## src/rtl/frm_pkg.sv

```systemverilog
package frm_pkg;
  typedef enum logic [2:0] {
    ST_READ        = 3'd0,
    ST_ERASE_SETUP = 3'd1,
    ST_IDENT       = 3'd2,
    ST_PROGRAM     = 3'd3,
    ST_CHIP_ERASE  = 3'd4,
    ST_SECT_ERASE  = 3'd5,
    ST_QUERY       = 3'd6,
    ST_INVALID     = 3'd7
  } frm_cmd_e;

  typedef enum logic [1:0] {
    AW_8   = 2'd0,
    AW_16  = 2'd1,
    AW_32  = 2'd2,
    AW_RSV = 2'd3
  } frm_width_e;

  localparam logic [7:0] QUERY_LAST = 8'h52;
endpackage

```

## src/rtl/frm_lane_pack.sv

```systemverilog
module frm_lane_pack
  import frm_pkg::*;
(
  input  logic [31:0] bytes_i,
  input  logic [1:0]  width_i,
  input  logic        big_endian_i,
  output logic [31:0] word_o
);
  logic [7:0] b0, b1, b2, b3;

  assign b0 = bytes_i[7:0];
  assign b1 = bytes_i[15:8];
  assign b2 = bytes_i[23:16];
  assign b3 = bytes_i[31:24];

  always_comb begin
    case (frm_width_e'(width_i))
      AW_8:    word_o = {24'h0, b0};
      AW_16:   word_o = big_endian_i ? {16'h0, b0, b1} : {16'h0, b1, b0};
      default: word_o = big_endian_i ? {b0, b1, b2, b3} : {b3, b2, b1, b0};
    endcase
  end
endmodule

```

## src/rtl/frm_query_rom.sv

```systemverilog
module frm_query_rom #(
  parameter int CHIP_LOG2   = 12,
  parameter int SECTOR_LOG2 = 10
) (
  input  logic [7:0] idx_i,
  output logic [7:0] byte_o
);
  localparam int unsigned NSECT   = 1 << (CHIP_LOG2 - SECTOR_LOG2);
  localparam int unsigned SECTB   = 1 << SECTOR_LOG2;
  localparam logic [15:0] NSECT_M1 = 16'(NSECT - 1);
  localparam logic [23:0] SECT_SZ  = 24'(SECTB);

  always_comb begin
    case (idx_i)
      8'h10:   byte_o = 8'h51;
      8'h11:   byte_o = 8'h52;
      8'h12:   byte_o = 8'h59;
      8'h13:   byte_o = 8'h02;
      8'h15:   byte_o = 8'h31;
      8'h1B:   byte_o = 8'h27;
      8'h1C:   byte_o = 8'h36;
      8'h1F:   byte_o = 8'h07;
      8'h21:   byte_o = 8'h09;
      8'h22:   byte_o = 8'h0C;
      8'h23:   byte_o = 8'h01;
      8'h25:   byte_o = 8'h0A;
      8'h26:   byte_o = 8'h0D;
      8'h27:   byte_o = 8'(CHIP_LOG2);
      8'h28:   byte_o = 8'h02;
      8'h2C:   byte_o = 8'h01;
      8'h2D:   byte_o = NSECT_M1[7:0];
      8'h2E:   byte_o = NSECT_M1[15:8];
      8'h2F:   byte_o = SECT_SZ[15:8];
      8'h30:   byte_o = SECT_SZ[23:16];
      8'h31:   byte_o = 8'h50;
      8'h32:   byte_o = 8'h52;
      8'h33:   byte_o = 8'h49;
      8'h34:   byte_o = 8'h31;
      8'h35:   byte_o = 8'h30;
      default: byte_o = 8'h00;
    endcase
  end
endmodule

```

## src/rtl/frm_status.sv

```systemverilog
module frm_status (
  input  logic       clk,
  input  logic       rst_n,
  input  logic       load_i,
  input  logic [7:0] load_val_i,
  input  logic       rd_i,
  output logic [7:0] status_o
);
  logic [7:0] stat_q, stat_d;
  logic       stat_en;

  assign stat_en = load_i | rd_i;

  always_comb begin
    if (load_i)      stat_d = load_val_i;
    else if (rd_i)   stat_d = stat_q ^ 8'h40;
    else             stat_d = stat_q;
  end

  always_ff @(posedge clk or negedge rst_n) begin
    if (!rst_n)       stat_q <= 8'h00;
    else if (stat_en) stat_q <= stat_d;
  end

  assign status_o = stat_q;

  AST_TOGGLE_ON_READ: assert property (@(posedge clk) disable iff (!rst_n)
    (rd_i && !load_i) |=> (status_o == ($past(status_o) ^ 8'h40)));
  AST_LOAD_WINS: assert property (@(posedge clk) disable iff (!rst_n)
    load_i |=> (status_o == $past(load_val_i)));
  AST_STATUS_HOLD: assert property (@(posedge clk) disable iff (!rst_n)
    (!load_i && !rd_i) |=> $stable(status_o));
endmodule

```

## src/rtl/flash_read_mux.sv

```systemverilog
module flash_read_mux
  import frm_pkg::*;
#(
  parameter int          ADDR_W      = 16,
  parameter int          CHIP_LOG2   = 12,
  parameter int          SECTOR_LOG2 = 10,
  parameter int          DEV_BYTES   = 2,
  parameter logic [15:0] ID_W0       = 16'h0001,
  parameter logic [15:0] ID_W1       = 16'h227E,
  parameter logic [15:0] ID_W2       = 16'h2201,
  parameter logic [15:0] ID_W3       = 16'h00FF
) (
  input  logic                 clk,
  input  logic                 rst_n,
  input  logic                 rd_en_i,
  input  logic [2:0]           cmd_i,
  input  logic [ADDR_W-1:0]    offset_i,
  input  logic [1:0]           width_i,
  input  logic                 big_endian_i,
  output logic [CHIP_LOG2-1:0] arr_addr_o,
  input  logic [31:0]          arr_bytes_i,
  input  logic                 stat_load_i,
  input  logic [7:0]           stat_value_i,
  output logic [31:0]          rd_data_o,
  output logic                 seq_reset_o
);
  localparam int IDX_SHIFT = (DEV_BYTES == 4) ? 2 : (DEV_BYTES == 2) ? 1 : 0;
  localparam logic [15:0] BLANK_ID = 16'h00FF;

  frm_cmd_e    cmd_e;
  logic [7:0]  widx;
  logic [31:0] arr_word;
  logic [7:0]  rom_byte;
  logic [7:0]  status;
  logic        stat_rd;
  logic        bad_state;
  logic [31:0] resp;
  logic [31:0] data_q, data_d;
  logic        rst_req_q, rst_req_d;

  assign cmd_e      = frm_cmd_e'(cmd_i);
  assign arr_addr_o = offset_i[CHIP_LOG2-1:0];
  assign widx       = offset_i[7:0] >> IDX_SHIFT;
  assign stat_rd    = rd_en_i && (cmd_e == ST_PROGRAM || cmd_e == ST_CHIP_ERASE ||
                                  cmd_e == ST_SECT_ERASE);

  frm_lane_pack u_pack (
    .bytes_i      (arr_bytes_i),
    .width_i      (width_i),
    .big_endian_i (big_endian_i),
    .word_o       (arr_word)
  );

  frm_query_rom #(.CHIP_LOG2(CHIP_LOG2), .SECTOR_LOG2(SECTOR_LOG2)) u_rom (
    .idx_i  (widx),
    .byte_o (rom_byte)
  );

  frm_status u_stat (
    .clk        (clk),
    .rst_n      (rst_n),
    .load_i     (stat_load_i),
    .load_val_i (stat_value_i),
    .rd_i       (stat_rd),
    .status_o   (status)
  );

  always_comb begin
    resp      = arr_word;
    bad_state = 1'b0;
    case (cmd_e)
      ST_READ, ST_ERASE_SETUP: resp = arr_word;
      ST_IDENT: begin
        case (widx)
          8'h00: resp = {16'h0, ID_W0};
          8'h01: resp = {16'h0, ID_W1};
          8'h02: resp = 32'h0;
          8'h0E: resp = (ID_W2 == BLANK_ID) ? arr_word : {16'h0, ID_W2};
          8'h0F: resp = (ID_W3 == BLANK_ID) ? arr_word : {16'h0, ID_W3};
          default: resp = arr_word;
        endcase
      end
      ST_PROGRAM, ST_CHIP_ERASE, ST_SECT_ERASE: resp = {24'h0, status};
      ST_QUERY: resp = (widx > QUERY_LAST) ? 32'h0 : {24'h0, rom_byte};
      default: begin
        resp      = arr_word;
        bad_state = 1'b1;
      end
    endcase
  end

  assign data_d    = rd_en_i ? resp : data_q;
  assign rst_req_d = rd_en_i & bad_state;

  always_ff @(posedge clk or negedge rst_n) begin
    if (!rst_n) begin
      data_q    <= 32'h0;
      rst_req_q <= 1'b0;
    end else begin
      data_q    <= data_d;
      rst_req_q <= rst_req_d;
    end
  end

  assign rd_data_o   = data_q;
  assign seq_reset_o = rst_req_q;

  AST_HOLD_IDLE: assert property (@(posedge clk) disable iff (!rst_n)
    !rd_en_i |=> $stable(rd_data_o));
  AST_RESET_PULSE: assert property (@(posedge clk) disable iff (!rst_n)
    seq_reset_o |-> ($past(rd_en_i) && $past(cmd_i) == 3'd7));
  AST_QUERY_BOUND: assert property (@(posedge clk) disable iff (!rst_n)
    (rd_en_i && cmd_e == ST_QUERY && widx > QUERY_LAST) |=> (rd_data_o == 32'h0));
  AST_STATUS_NARROW: assert property (@(posedge clk) disable iff (!rst_n)
    stat_rd |=> (rd_data_o[31:8] == 24'h0));
endmodule

```

## config.mk

```make
export PLATFORM = sky130hd
export DESIGN_NAME = flash_read_mux
export DESIGN_NICKNAME = d
export VERILOG_FILES = /design/src/rtl/frm_pkg.sv /design/src/rtl/frm_lane_pack.sv /design/src/rtl/frm_query_rom.sv /design/src/rtl/frm_status.sv /design/src/rtl/flash_read_mux.sv
export SDC_FILE = /design/constraint.sdc
export NUM_CORES = 1
export LEC_CHECK = 0
export BUFFER_PORTS_ARGS = -buffer_cell sky130_fd_sc_hd__buf_2
export CAP_MARGIN = 30
export CORE_MARGIN = 3
export CORE_UTILIZATION = 50
export DETAILED_ROUTE_END_ITERATION = 12
export PLACE_DENSITY_LB_ADDON = 0.1
export SYNTH_ARGS = -nofsm -noshare
export SYNTH_HDL_FRONTEND = slang
export SYNTH_SLANG_ARGS = --single-unit
```

## constraint.sdc

```tcl
create_clock -name clk -period 1.6 [get_ports clk]
set_clock_uncertainty 0.2 [all_clocks]
set_input_delay 0.16 -clock clk [delete_from_list [all_inputs] [get_ports clk]]
set_output_delay 0.16 -clock clk [all_outputs]
set_load 0.02 [all_outputs]
```

Word-level counts from Yosys, hierarchy flattened --
Memories as Yosys holds them, arrays and structs flattened. Cells that the tools add are included.
Operators by class: multiplexer cells 10, $lt $le $gt $ge 1, reductions and logical operators 12, bitwise operators 3, equal/unequal tests 10
Operators with widths (number):
- 32-bit one-hot mux with 4 select lines | 1
- 32-bit one-hot mux with 3 select lines | 1
- 32-bit one-hot mux with 2 select lines | 1
- 32-bit two-way mux | 1
- 8-bit two-way mux | 3
- 16-bit two-way mux | 1
- 3-bit equality test, second input constant | 3
- 8-bit zero test | 1
- 7-bit by 1-bit equality test with 1-bit output, second input constant | 1
- 7-bit by 2-bit equality test with 1-bit output, second input constant | 1
- 7-bit by 4-bit equality test with 1-bit output, second input constant | 1
- 7-bit > comparator, second input constant | 1
- 7-bit two-way mux | 1
- 7-bit OR reduction | 1
- 3-bit by 2-bit equality test with 1-bit output, second input constant | 2
- 2-bit zero test | 2
- 2-bit AND reduction | 2
- 3-bit by 1-bit equality test with 1-bit output, second input constant | 1
- 3-bit zero test | 1
- 3-bit OR reduction | 1
- 2-bit by 1-bit equality test with 1-bit output, second input constant | 1
- 1-bit logical OR | 2
- 2-bit nonzero test | 1
- 1-bit AND | 1
- 4 further kinds | 4
Storage, ports and cells: memories 1, logic and storage cells 41, register bits 41, bits in read-only memories 448
Memory list:
- (no name shown) | words 64, width 7, rd ports 1, clocked after memory_dff 0, wr ports 0, line frm_query_rom.sv:14 | case (idx_i)

Logic depth before layout (Yosys ltp) --
depth after elaboration 6, depth in mapped cells 8, gate-level depth less buffers 7

Cells and area by module --
A second synthesis with hierarchy kept.
Unflattened totals: cells, all modules 362, area, all modules 3440.8 um^2
Modules (own cells, without submodules):
- flash_read_mux | cells an instance 195, seq. area each 825.8 um^2, area an instance 1926.8 um^2, times used 1
- frm_lane_pack | cells an instance 83, seq. area each 0.0 um^2, area an instance 724.4 um^2, times used 1
- frm_query_rom | cells an instance 65, seq. area each 0.0 um^2, area an instance 455.4 um^2, times used 1
- frm_status | cells an instance 19, seq. area each 200.2 um^2, area an instance 334.1 um^2, times used 1

Worst setup path after synthesis --
Ideal clock, no wire load.
kind input -> register, start input offset_i[2], end register data_q[22] (netlist: rd_data_o[22]), path buffers 2, path slack -0.304 ns, stages on the path 8, arrival time 1.621 ns, library setup time 0.082 ns, cells stage by stage inv_1 ha_1 o311ai_1 a31oi_4 nand2b_1 buf_4 buf_6 o22ai_1
On the way: longest elaborated chain between the ends 3, elaborated cells between the ends (all ways) 6, those cells by class eq/ne (3); mux (2); reduce/logical (1)
Ends and longest elaborated chain:
- start, declared | line flash_read_mux.sv:17 | input logic [ADDR_W-1:0] offset_i,
- 7-bit by 4-bit equality test with 1-bit output (tied with other cells) | line flash_read_mux.sv:74 | case (widx)
- 32-bit one-hot mux with 4 select lines (*) | line flash_read_mux.sv:74
- 32-bit one-hot mux with 3 select lines (*) | line flash_read_mux.sv:71 | case (cmd_e)
- end signal, assigned | line flash_read_mux.sv:100 | data_q <= data_d;
- end, declared | line flash_read_mux.sv:38 | logic [31:0] data_q, data_d;
Every way passes the cells marked *; elsewhere a longest branch is shown, timed or not. A chain may end at the register's enable or synchronous reset.

Final worst setup path --
start input offset_i[1], end register data_q[24] (netlist: rd_data_o[24])
Same word-level chain as after synthesis.

==> results.ini <==
[run]
cap_violations=0

[min_path]
hp-class=input pin to flop

[sta]
worst_slew_pin_slew_ns=0.515
min_period_ns=1.56
whs_ns=0.0181
finalHoldViolations=0
fmax_ghz=0.639
drv_slew=0
relSlewSlack=0.653
setup_viol_count_final=0
rsz0062_at_grt=yes
period_share=0.978

[floorplan]
die_w_um=82.1
core_area_mm2=0.00554
dieArea_mm2=0.00673
initial_core_util=0.522
die_h_um=82.1
rows=27
io_pins=111

[power]
peakVddDrop_uv=540
p_leak_nw=1.94
finalPower_mw=2.90
powerDensity_mw_per_mm2=702

[logic_synthesis]
ys.flop_type=dfrtp_1
synth_xor_area_frac=0.00303
synth_area_mm2=0.00289
avgSynthCellArea_um2=8.64
synth_commonest_cells=nand2_1 (46), dfrtp_1 (41), inv_1 (29), o22ai_1 (26), mux2_2 (24)
synth_top_cell_by_area=dfrtp_1
synth_fa_ha_area_frac=0.0260
synth.area.top_cells=dfrtp_1 (35%), mux2_2 (9.3%), nand2_1 (6.0%), o22ai_1 (5.6%), inv_1 (3.8%)
synth_seq_cells=41
synth_top_area_share=0.355
synth_top_family_by_area=compound AO/OA/AOI/OAI gates
syn-num-nets=407
synth_enable_flop_cells=0
synth_simple_gate_area_frac=0.152
post-synth-top-count-cell=nand2_1
synth_compound_area_frac=0.249
synth-seq-area-share=0.355
synth.distinct_cells=48
synthArstFlopShare=1.00
yosysWarnings=0
synthMuxAreaShare=0.111
synth_cells=335

[cts]
cts.htree.levels=2
clockBufferDepth=2
cts_buffers=5
cts_tree=done
cts_sinks=41
clock_latency_ns=0.31
root_buffer=clkbuf_8
clk_pin_slew_worst_paths_ns=0.09

[cells_and_area]
drive_above_1_share=0.438
synthToLayoutAreaGrowth_pct=42.9
fin_nets=546
fill_cells=441
diodes=0

[route]
viasPerCell=5.59
first_pass_iters=5
vias=3056
wl_per_cell_um=15.9
drt-total-wl_mm=8.72
drt-initial-drc-count=188
ant_nets=0
route.detailed.drc=0

[place]
gp_congestion=0.916
port_buffers=96
place_hpwl_mm=6.46

[grt]
gr-total-overflow=0
grt_pass1_vias=2865
grt_max_degree=37
grt_antenna_before_repair=0
grt_pass1_wl_mm=13.4
grt.total_usage=0.257

[setup_path]
startpoint_type=input pin
path_class=input pin to flop
worstSetupEndpointType=flop
worstPathArrival_ns=1.59
path_max_fanout=8
required_ns=1.62

[status]
status=completed

-- layout by cell type, fill, tap and decap left out, types with 4 or more instances in the layout --
cell	n
a21oi_1	10
a22o_1	8
a22oi_1	7
a31oi_1	6
a32oi_1	6
buf_2	93
buf_4	54
clkbuf_8	5
dfrtp_1	41
dlygate4sd3_1	17
inv_1	27
mux2_2	23
mux2i_1	5
nand2_1	46
nand3_1	8
nor2_1	13
o211ai_1	4
o21ai_0	14
o22ai_1	22
o22ai_2	4
-- layout make-up --
| cell class | count | area (µm²) | area share |
|---|---|---|---|
| multi-input cells | 230 | 1710 | 0.414 |
| repair buffers | 167 | 1090 | 0.264 |
| flip-flops and latches | 41 | 1030 | 0.248 |
| inverters | 29 | 116 | 0.0281 |
| well taps | 72 | 90.1 | 0.0218 |
| clock buffers | 5 | 68.8 | 0.0166 |
| clock inverters | 3 | 28.8 | 0.00696 |
-- power breakdown --
part           internal, mW  switching (mW)  leakage [nW]
clock                 0.330           0.432        0.0511
combinational         0.441           0.520          1.36
sequential             1.13          0.0523         0.525
-- sequential cells by signal, summed over array words and instances (netlist names) --
| name | flops |
|---|---|
| rd_data_o | 32 |
| seq_reset_o | 1 |
| u_stat.status_o | 8 |
-- final timing paths --
path                       slack, ns               start  cells after the start             to
max                             0.04         offset_i[1]                      8  rd_data_o[24]
min in group asynchronous       0.09               rst_n                      2  rd_data_o[28]
min                             0.02     arr_bytes_i[12]                      3  rd_data_o[12]
max reg2reg                     0.39  u_stat.status_o[0]                      3   rd_data_o[0]
max in group asynchronous       0.65               rst_n                      3  rd_data_o[19]
min reg2reg                     0.31        rd_data_o[7]                      1   rd_data_o[7]
-- layer usage --
layer,share of wire,wire length (µm),up-vias,track usage
met5,0,0,-,0
met4,0.019,163,0,0.0748
met3,0.072,632,14,0.0471
met2,0.47,4090,125,0.429
met1,0.44,3830,1427,0.339
li1,-,-,1490,-
-- cell families (layout without fill, tap and decap cells) --
family,Yosys count,after routing
adders and majority gates,6,6
buffers and inverters,65,204
DFF,41,41
and+or+nand+nor,90,91
AOI/OAI and AO/OA,103,103
muxes,29,29
xor gates and xnor gates,1,1
-- stage by stage --
| stage | area, µm² | setup WS (ns) | util | setup TNS [ns] | std cells |
|---|---|---|---|---|---|
| 2_1_floorplan | 2980 | -0.197 | - | -2.07 | 335 |
| 3_3_place_gp | 3740 | -0.345 | 0.675 | -7.44 | 518 |
| 3_5_place_dp | 3740 | -0.360 | 0.675 | -8.84 | 518 |
| 4_1_cts | 4050 | 0.00367 | 0.731 | 0 | 545 |
| 5_1_grt | 4130 | -0.0138 | 0.746 | -0.0138 | 547 |
| 6_report | 4130 | 0.0355 | 0.746 | 0 | 547 |
-- what timing repair did --
item / in CTS / in global routing
gates resized for setup: 5 / 16
hold buffers: 17 / 0
pin swaps: 3 / 4
endpoints found under the setup margin: 15 / 23
gates cloned: 0 / 1
hold endpoints to repair: 55 / 0
setup buffers: 2 / 1
-- critical path: stages --
cell and delay [ns]:
buf_8 0.10, buf_4 0.14, ha_4 0.15, buf_4 0.15, o311ai_4 0.30, a31oi_4 0.18, nand2b_4 0.25, o22ai_1 0.14
Note: power is estimated with default switching activity, not from simulation.
